==> config.mk <==
export PLATFORM = sky130hd
export DESIGN_NAME = irqagg_top
export DESIGN_NICKNAME = d
export VERILOG_FILES = /design/src/rtl/irqagg_pkg.sv /design/src/rtl/irqagg_sync.sv /design/src/rtl/irqagg_capture.sv /design/src/rtl/irqagg_regs.sv /design/src/rtl/irqagg_top.sv
export SDC_FILE = /design/constraint.sdc
export NUM_CORES = 1
export LEC_CHECK = 0
export BUFFER_PORTS_ARGS = -buffer_cell sky130_fd_sc_hd__buf_2
export CAP_MARGIN = 20
export CORE_ASPECT_RATIO = 1.2
export CORE_MARGIN = 5
export CORE_UTILIZATION = 45
export CTS_CLUSTER_SIZE = 10
export DETAILED_ROUTE_END_ITERATION = 16
export PLACE_DENSITY = 0.72
export SLEW_MARGIN = 20
export SYNTH_ARGS = -nofsm -noshare
export SYNTH_HDL_FRONTEND = slang
export SYNTH_SLANG_ARGS = --single-unit
==> constraint.sdc <==
create_clock -name clk -period 1.1 [get_ports clk]
set_input_delay 0.275 -clock clk [delete_from_list [all_inputs] [get_ports clk]]
set_output_delay 0.275 -clock clk [all_outputs]
set_load 0.05 [all_outputs]
==> src/rtl/irqagg_pkg.sv <==
package irqagg_pkg;
  localparam int unsigned DATA_W = 32;
  localparam int unsigned ADDR_W = 8;

  localparam logic [ADDR_W-1:0] OFF_CAUSE = 8'h00;
  localparam logic [ADDR_W-1:0] OFF_MASK  = 8'h10;
  localparam logic [ADDR_W-1:0] OFF_CTRL  = 8'h28;

  localparam int unsigned CTRL_EDGE_BIT = 3;
  localparam int unsigned CTRL_MSG_BIT  = 5;
  localparam logic [DATA_W-1:0] CTRL_KEEP =
    (DATA_W'(1) << CTRL_EDGE_BIT) | (DATA_W'(1) << CTRL_MSG_BIT);

  typedef enum logic [1:0] {
    SEL_NONE,
    SEL_CAUSE,
    SEL_MASK,
    SEL_CTRL
  } regsel_e;

  function automatic regsel_e decode_off(input logic [ADDR_W-1:0] a);
    case (a)
      OFF_CAUSE: return SEL_CAUSE;
      OFF_MASK:  return SEL_MASK;
      OFF_CTRL:  return SEL_CTRL;
      default:   return SEL_NONE;
    endcase
  endfunction

  // new set wins over a clear in the same cycle
  function automatic logic [DATA_W-1:0] next_cause(input logic [DATA_W-1:0] cur,
                                                   input logic [DATA_W-1:0] set,
                                                   input logic [DATA_W-1:0] clr);
    return set | (cur & ~clr);
  endfunction

  function automatic logic any_unmasked(input logic [DATA_W-1:0] cause,
                                        input logic [DATA_W-1:0] mask);
    return |(cause & ~mask);
  endfunction
endpackage

==> src/rtl/irqagg_sync.sv <==
module irqagg_sync #(
  parameter int unsigned W      = 32,
  parameter int unsigned STAGES = 2
) (
  input  logic         clk,
  input  logic         rst_n,
  input  logic [W-1:0] din,
  output logic [W-1:0] dout
);
  logic [W-1:0] stg_q [STAGES];

  generate
    for (genvar k = 0; k < STAGES; k++) begin : g_stage
      if (k == 0) begin : g_first
        always_ff @(posedge clk or negedge rst_n) begin
          if (!rst_n) stg_q[k] <= '0;
          else        stg_q[k] <= din;
        end
      end else begin : g_next
        always_ff @(posedge clk or negedge rst_n) begin
          if (!rst_n) stg_q[k] <= '0;
          else        stg_q[k] <= stg_q[k-1];
        end
      end
    end
  endgenerate

  assign dout = stg_q[STAGES-1];
endmodule

==> src/rtl/irqagg_capture.sv <==
module irqagg_capture
  import irqagg_pkg::*;
(
  input  logic              clk,
  input  logic              rst_n,
  input  logic [DATA_W-1:0] sync_in,
  input  logic              edge_mode,
  input  logic              ack_we,
  input  logic [DATA_W-1:0] ack_data,
  output logic [DATA_W-1:0] cause_q
);
  logic [DATA_W-1:0] prev_q;
  logic [DATA_W-1:0] rise_vec;
  logic [DATA_W-1:0] set_vec;
  logic [DATA_W-1:0] clr_vec;

  generate
    for (genvar gi = 0; gi < DATA_W; gi++) begin : g_line
      assign rise_vec[gi] = sync_in[gi] & ~prev_q[gi];
      assign set_vec[gi]  = edge_mode ? rise_vec[gi] : sync_in[gi];
      assign clr_vec[gi]  = ack_we & ~ack_data[gi];
    end
  endgenerate

  always_ff @(posedge clk or negedge rst_n) begin
    if (!rst_n) begin
      prev_q  <= '0;
      cause_q <= '0;
    end else begin
      prev_q  <= sync_in;
      cause_q <= next_cause(cause_q, set_vec, clr_vec);
    end
  end

  // zero-written bits are cleared unless a set arrives
  p_ack_clear_r4: assert property (@(posedge clk) disable iff (!rst_n)
    ack_we |=> ((cause_q & ~$past(ack_data) & ~$past(set_vec)) == '0));

  // in edge mode with no acknowledge, pending bits persist
  p_edge_hold_r5: assert property (@(posedge clk) disable iff (!rst_n)
    (edge_mode && !ack_we) |=> ((cause_q & $past(cause_q)) == $past(cause_q)));

  // level mode sets each high line
  p_level_set_r6: assert property (@(posedge clk) disable iff (!rst_n)
    !edge_mode |=> ((cause_q & $past(sync_in)) == $past(sync_in)));

  // a rise coinciding with an acknowledge keeps the bit
  p_edge_wins_r7: assert property (@(posedge clk) disable iff (!rst_n)
    (edge_mode && ack_we) |=> ((cause_q & $past(rise_vec)) == $past(rise_vec)));
endmodule

==> src/rtl/irqagg_regs.sv <==
module irqagg_regs
  import irqagg_pkg::*;
(
  input  logic              clk,
  input  logic              rst_n,
  input  logic [ADDR_W-1:0] reg_addr,
  input  logic              reg_we,
  input  logic [DATA_W-1:0] reg_wdata,
  input  logic              reg_re,
  input  logic [DATA_W-1:0] cause_q,
  output logic [DATA_W-1:0] mask_q,
  output logic [DATA_W-1:0] ctrl_q,
  output logic [DATA_W-1:0] reg_rdata,
  output logic              ack_we,
  output logic              edge_mode
);
  regsel_e           sel;
  logic [DATA_W-1:0] rd_mux;

  assign sel       = decode_off(reg_addr);
  assign ack_we    = reg_we && (sel == SEL_CAUSE);
  assign edge_mode = ctrl_q[CTRL_EDGE_BIT];

  always_comb begin
    case (sel)
      SEL_CAUSE: rd_mux = cause_q;
      SEL_MASK:  rd_mux = mask_q;
      SEL_CTRL:  rd_mux = ctrl_q;
      default:   rd_mux = '0;
    endcase
  end

  always_ff @(posedge clk or negedge rst_n) begin
    if (!rst_n) begin
      mask_q    <= '1;
      ctrl_q    <= '0;
      reg_rdata <= '0;
    end else begin
      if (reg_we && sel == SEL_MASK) mask_q <= reg_wdata;
      if (reg_we && sel == SEL_CTRL) ctrl_q <= reg_wdata & CTRL_KEEP;
      if (reg_re)                    reg_rdata <= rd_mux;
    end
  end

  // unmapped writes leave mask and control untouched
  p_unmapped_write_r9: assert property (@(posedge clk) disable iff (!rst_n)
    (reg_we && sel == SEL_NONE) |=> ($stable(mask_q) && $stable(ctrl_q)));

  // read data only moves after a read strobe
  p_rdata_hold_r2: assert property (@(posedge clk) disable iff (!rst_n)
    !reg_re |=> $stable(reg_rdata));
endmodule

==> src/rtl/irqagg_top.sv <==
module irqagg_top
  import irqagg_pkg::*;
#(
  parameter int unsigned SYNC_STAGES = 2
) (
  input  logic              clk,
  input  logic              rst_n,
  input  logic [DATA_W-1:0] irq_in,
  input  logic [ADDR_W-1:0] reg_addr,
  input  logic              reg_we,
  input  logic [DATA_W-1:0] reg_wdata,
  input  logic              reg_re,
  output logic [DATA_W-1:0] reg_rdata,
  output logic              irq_out
);
  logic [DATA_W-1:0] sync_lines;
  logic [DATA_W-1:0] cause_q;
  logic [DATA_W-1:0] mask_q;
  logic [DATA_W-1:0] ctrl_q;
  logic              ack_we;
  logic              edge_mode;

  irqagg_sync #(.W(DATA_W), .STAGES(SYNC_STAGES)) u_sync (
    .clk  (clk),
    .rst_n(rst_n),
    .din  (irq_in),
    .dout (sync_lines)
  );

  irqagg_capture u_cap (
    .clk      (clk),
    .rst_n    (rst_n),
    .sync_in  (sync_lines),
    .edge_mode(edge_mode),
    .ack_we   (ack_we),
    .ack_data (reg_wdata),
    .cause_q  (cause_q)
  );

  irqagg_regs u_regs (
    .clk      (clk),
    .rst_n    (rst_n),
    .reg_addr (reg_addr),
    .reg_we   (reg_we),
    .reg_wdata(reg_wdata),
    .reg_re   (reg_re),
    .cause_q  (cause_q),
    .mask_q   (mask_q),
    .ctrl_q   (ctrl_q),
    .reg_rdata(reg_rdata),
    .ack_we   (ack_we),
    .edge_mode(edge_mode)
  );

  assign irq_out = any_unmasked(cause_q, mask_q);

  // with every line masked the output stays low
  p_all_masked_quiet_r3: assert property (@(posedge clk) disable iff (!rst_n)
    (&mask_q) |-> !irq_out);

  // coming out of reset nothing is pending
  p_reset_quiet_r1: assert property (@(posedge clk)
    !rst_n |=> (cause_q == '0 && !irq_out));
endmodule

==> flow_summary.ini <==
[min_path]
min-delay-start = reg_wdata[12]
worstHoldPathType = primary input to register
hold_depth = 2
whs_endpoint = u_regs.mask_q[12]

[timing]
holdWs_ns = 0.0921
fmax_mhz = 454
hold_viol = 0
relSlewSlack_pct = 75.3
tightest_slew_ns = 0.367
finalSetupViolations = 66
rsz0062_at_grt = yes
fin_ws_ns = -1.10
skew_ns = 0.00604
fin_crit_sh_pct = 200
fin_crit_ns = 2.20
drv_slew = 0

[setup_path]
rr_startpoint = u_regs.mask_q[3]
r2r_end = u_regs.reg_rdata[3]
path_buf_inv = 2
path_class = register to primary output
worst-r2r-setup-slack_ns = -0.08
max_stage_delay_ns = 0.58
worstRegToRegCells = 5
cp.required_ns = 0.82
crit_slowest_cell = dfstp_2
startpoint_type = register
end_kind = primary output
crit_fanout = 2
cpLargestDelayFamily = flip-flops
cp.depth = 5
worstPathCellList = o22ai_4 -> nor4_4 -> buf_4 -> nand4_1 -> buf_6
cp.arrival_ns = 1.93

[layout]
drive_above_1_share_pct = 40.1
syn2layout_area_growth_pct = 40.6
nNetsFinal = 863
layout.cells.non_filler = 1009
final_core_util_pct = 63.9

[drt]
wl_per_cell_um = 17.4
vias_per_cell = 5.00
ant_nets = 0
drtPass1Iterations = 4
initialDrtViolationCount = 249
drc = 0
vias = 5044
wl_mm = 17.5

[floorplanning]
die-area_mm2 = 0.0183
fp-row-count = 50
die_y_um = 147
start_util_pct = 45.4
io_pins = 109
die_x_um = 124
core_area_mm2 = 0.0155

[global_route]
grt_max_degree = 65
grt_pass1_vias = 5456
grtUsageTotal_pct = 19.5
overflow = 0
antenna_found_initial = 2
grt_pass1_wl_mm = 28.2

[logic_synthesis]
synth_nets = 621
yosysSeqAreaShare_pct = 69.4
synth_top_area_share_pct = 57.5
synth_area_per_cell_um2 = 12.9
ys_top_cells_by_area = dfrtp_1, dfstp_2, mux2_4, mux2i_1, o22ai_1
ys_warn_count = 0
ys.flop_type = dfrtp_1
synth_top_area_cell = dfrtp_1
synth-seq-cells = 194
async_flop_share_pct = 100
synth_edf_count = 0
synth_cell_types = 26
yosysMostFrequentCell = dfrtp_1
synth_commonest_cells = dfrtp_1, nand2_1, inv_1, o22ai_1, o21ai_0
synthCells = 545
synth.cell_area_mm2 = 0.00705

[clock_tree]
numCtsBuffers = 17
clk_latency_ns = 0.43
htree_levels = 4
clkSinkCount = 194
cts_tree = done
cts-root-buf = clkbuf_16
clkSlewWorstSetupHoldPaths_ns = 0.06
clock_tree.buffer_depth = 2

[power_and_ir_drop]
total_power_mw = 14.7
max-vdd-ir-drop_uv = 1140
powerDensity_mw_per_mm2 = 1480
leakage_nw = 4.90

[flow_run]
cap_violations = 0

[placement]
port_buffers = 108
gp_congestion = 0.826
hpwl_mm = 11.4
pre_cts_slack_ns = -0.773
placedCellCount = 916

[outcome]
violations = negative setup slack
status = finished with violations
-- layout make-up --
class | instances | area (um^2)
well taps | 208 | 260
fillers | 1146 | 5600
diodes | 1 | 2.50
multi-input cells | 261 | 1880
inverters | 65 | 244
repair buffers | 248 | 2050
clock buffers | 27 | 483
clock inverters | 5 | 100
flip-flops and latches | 194 | 4890
-- registers in the layout, summed over array words and instances, names as in the netlist --
signal / cells
u_regs.mask_q: 32
u_sync.stg_q: 32
u_sync.dout: 32
u_cap.prev_q: 32
u_regs.ctrl_q: 2
u_cap.cause_q: 32
u_regs.reg_rdata: 32
-- per-layer routing --
layer	GRT usage, %	part of all wire, %	vias to the layer above
li1	-	-	2318
met1	24.6	42	2556
met2	32.7	51	131
met3	4.80	4.6	37
met4	7.29	2.4	2
met5	0	0.074	-
-- how the worst max path moves through the flow --
stage	startpoint	to	slack, ns
final	u_regs.mask_q[20]	irq_out	-1.10
after CTS	u_regs.mask_q[10]	irq_out	-1.13
after global routing	u_regs.mask_q[2]	irq_out	-1.14
after global placement	u_regs.mask_q[10]	irq_out	-0.73
after detailed placement	u_regs.mask_q[10]	irq_out	-0.77
after floorplan	u_regs.mask_q[27]	irq_out	-0.53
-- logic make-up after synthesis --
logic type / synth area share, %
flip-flops: 69.4
multiplexers: 11.4
AND/OR/NAND/NOR: 7.15
AO/OA/AOI/OAI: 6.78
buffers and inverters: 5.18
-- power breakdown --
part / leakage (nW) / internal [mW] / switching, mW / total, mW
combinational: 2.42 / 0.508 / 0.496 / 1.00
clock: 0.284 / 3.70 / 2.43 / 6.13
sequential: 2.20 / 7.43 / 0.117 / 7.54
-- what timing repair did --
action	4_1_cts	5_1_grt
resized for setup	81	15
buffers inserted	16	12
endpoints found under the hold margin	194	0
hold buffers	33	0
pin swaps	0	5
endpoints found under the setup margin	66	69
gates cloned	3	0
-- per-stage QoR --
step                      TNS (ns)  instance area (um^2)
after global placement      -31.61                  8450
after detailed placement    -33.95                  8450
after floorplan             -12.41                  7130
after CTS                    -8.97                  9850
after global routing         -9.36                  9910
final                        -7.69                  9910
-- placed cells by master, fill, tap and decap left out, drive strengths merged, types with 5 or more instances in the layout --
| master | count |
|---|---|
| nor3 | 33 |
| o22ai | 48 |
| dlygate4sd3 | 33 |
| mux2i | 31 |
| dfstp | 32 |
| nor4 | 5 |
| dfrtp | 162 |
| buf | 214 |
| clkbuf | 28 |
| o21ai | 33 |
| nand2 | 66 |
| mux2 | 34 |
| inv | 65 |
Power figures use the tool's default switching activity.
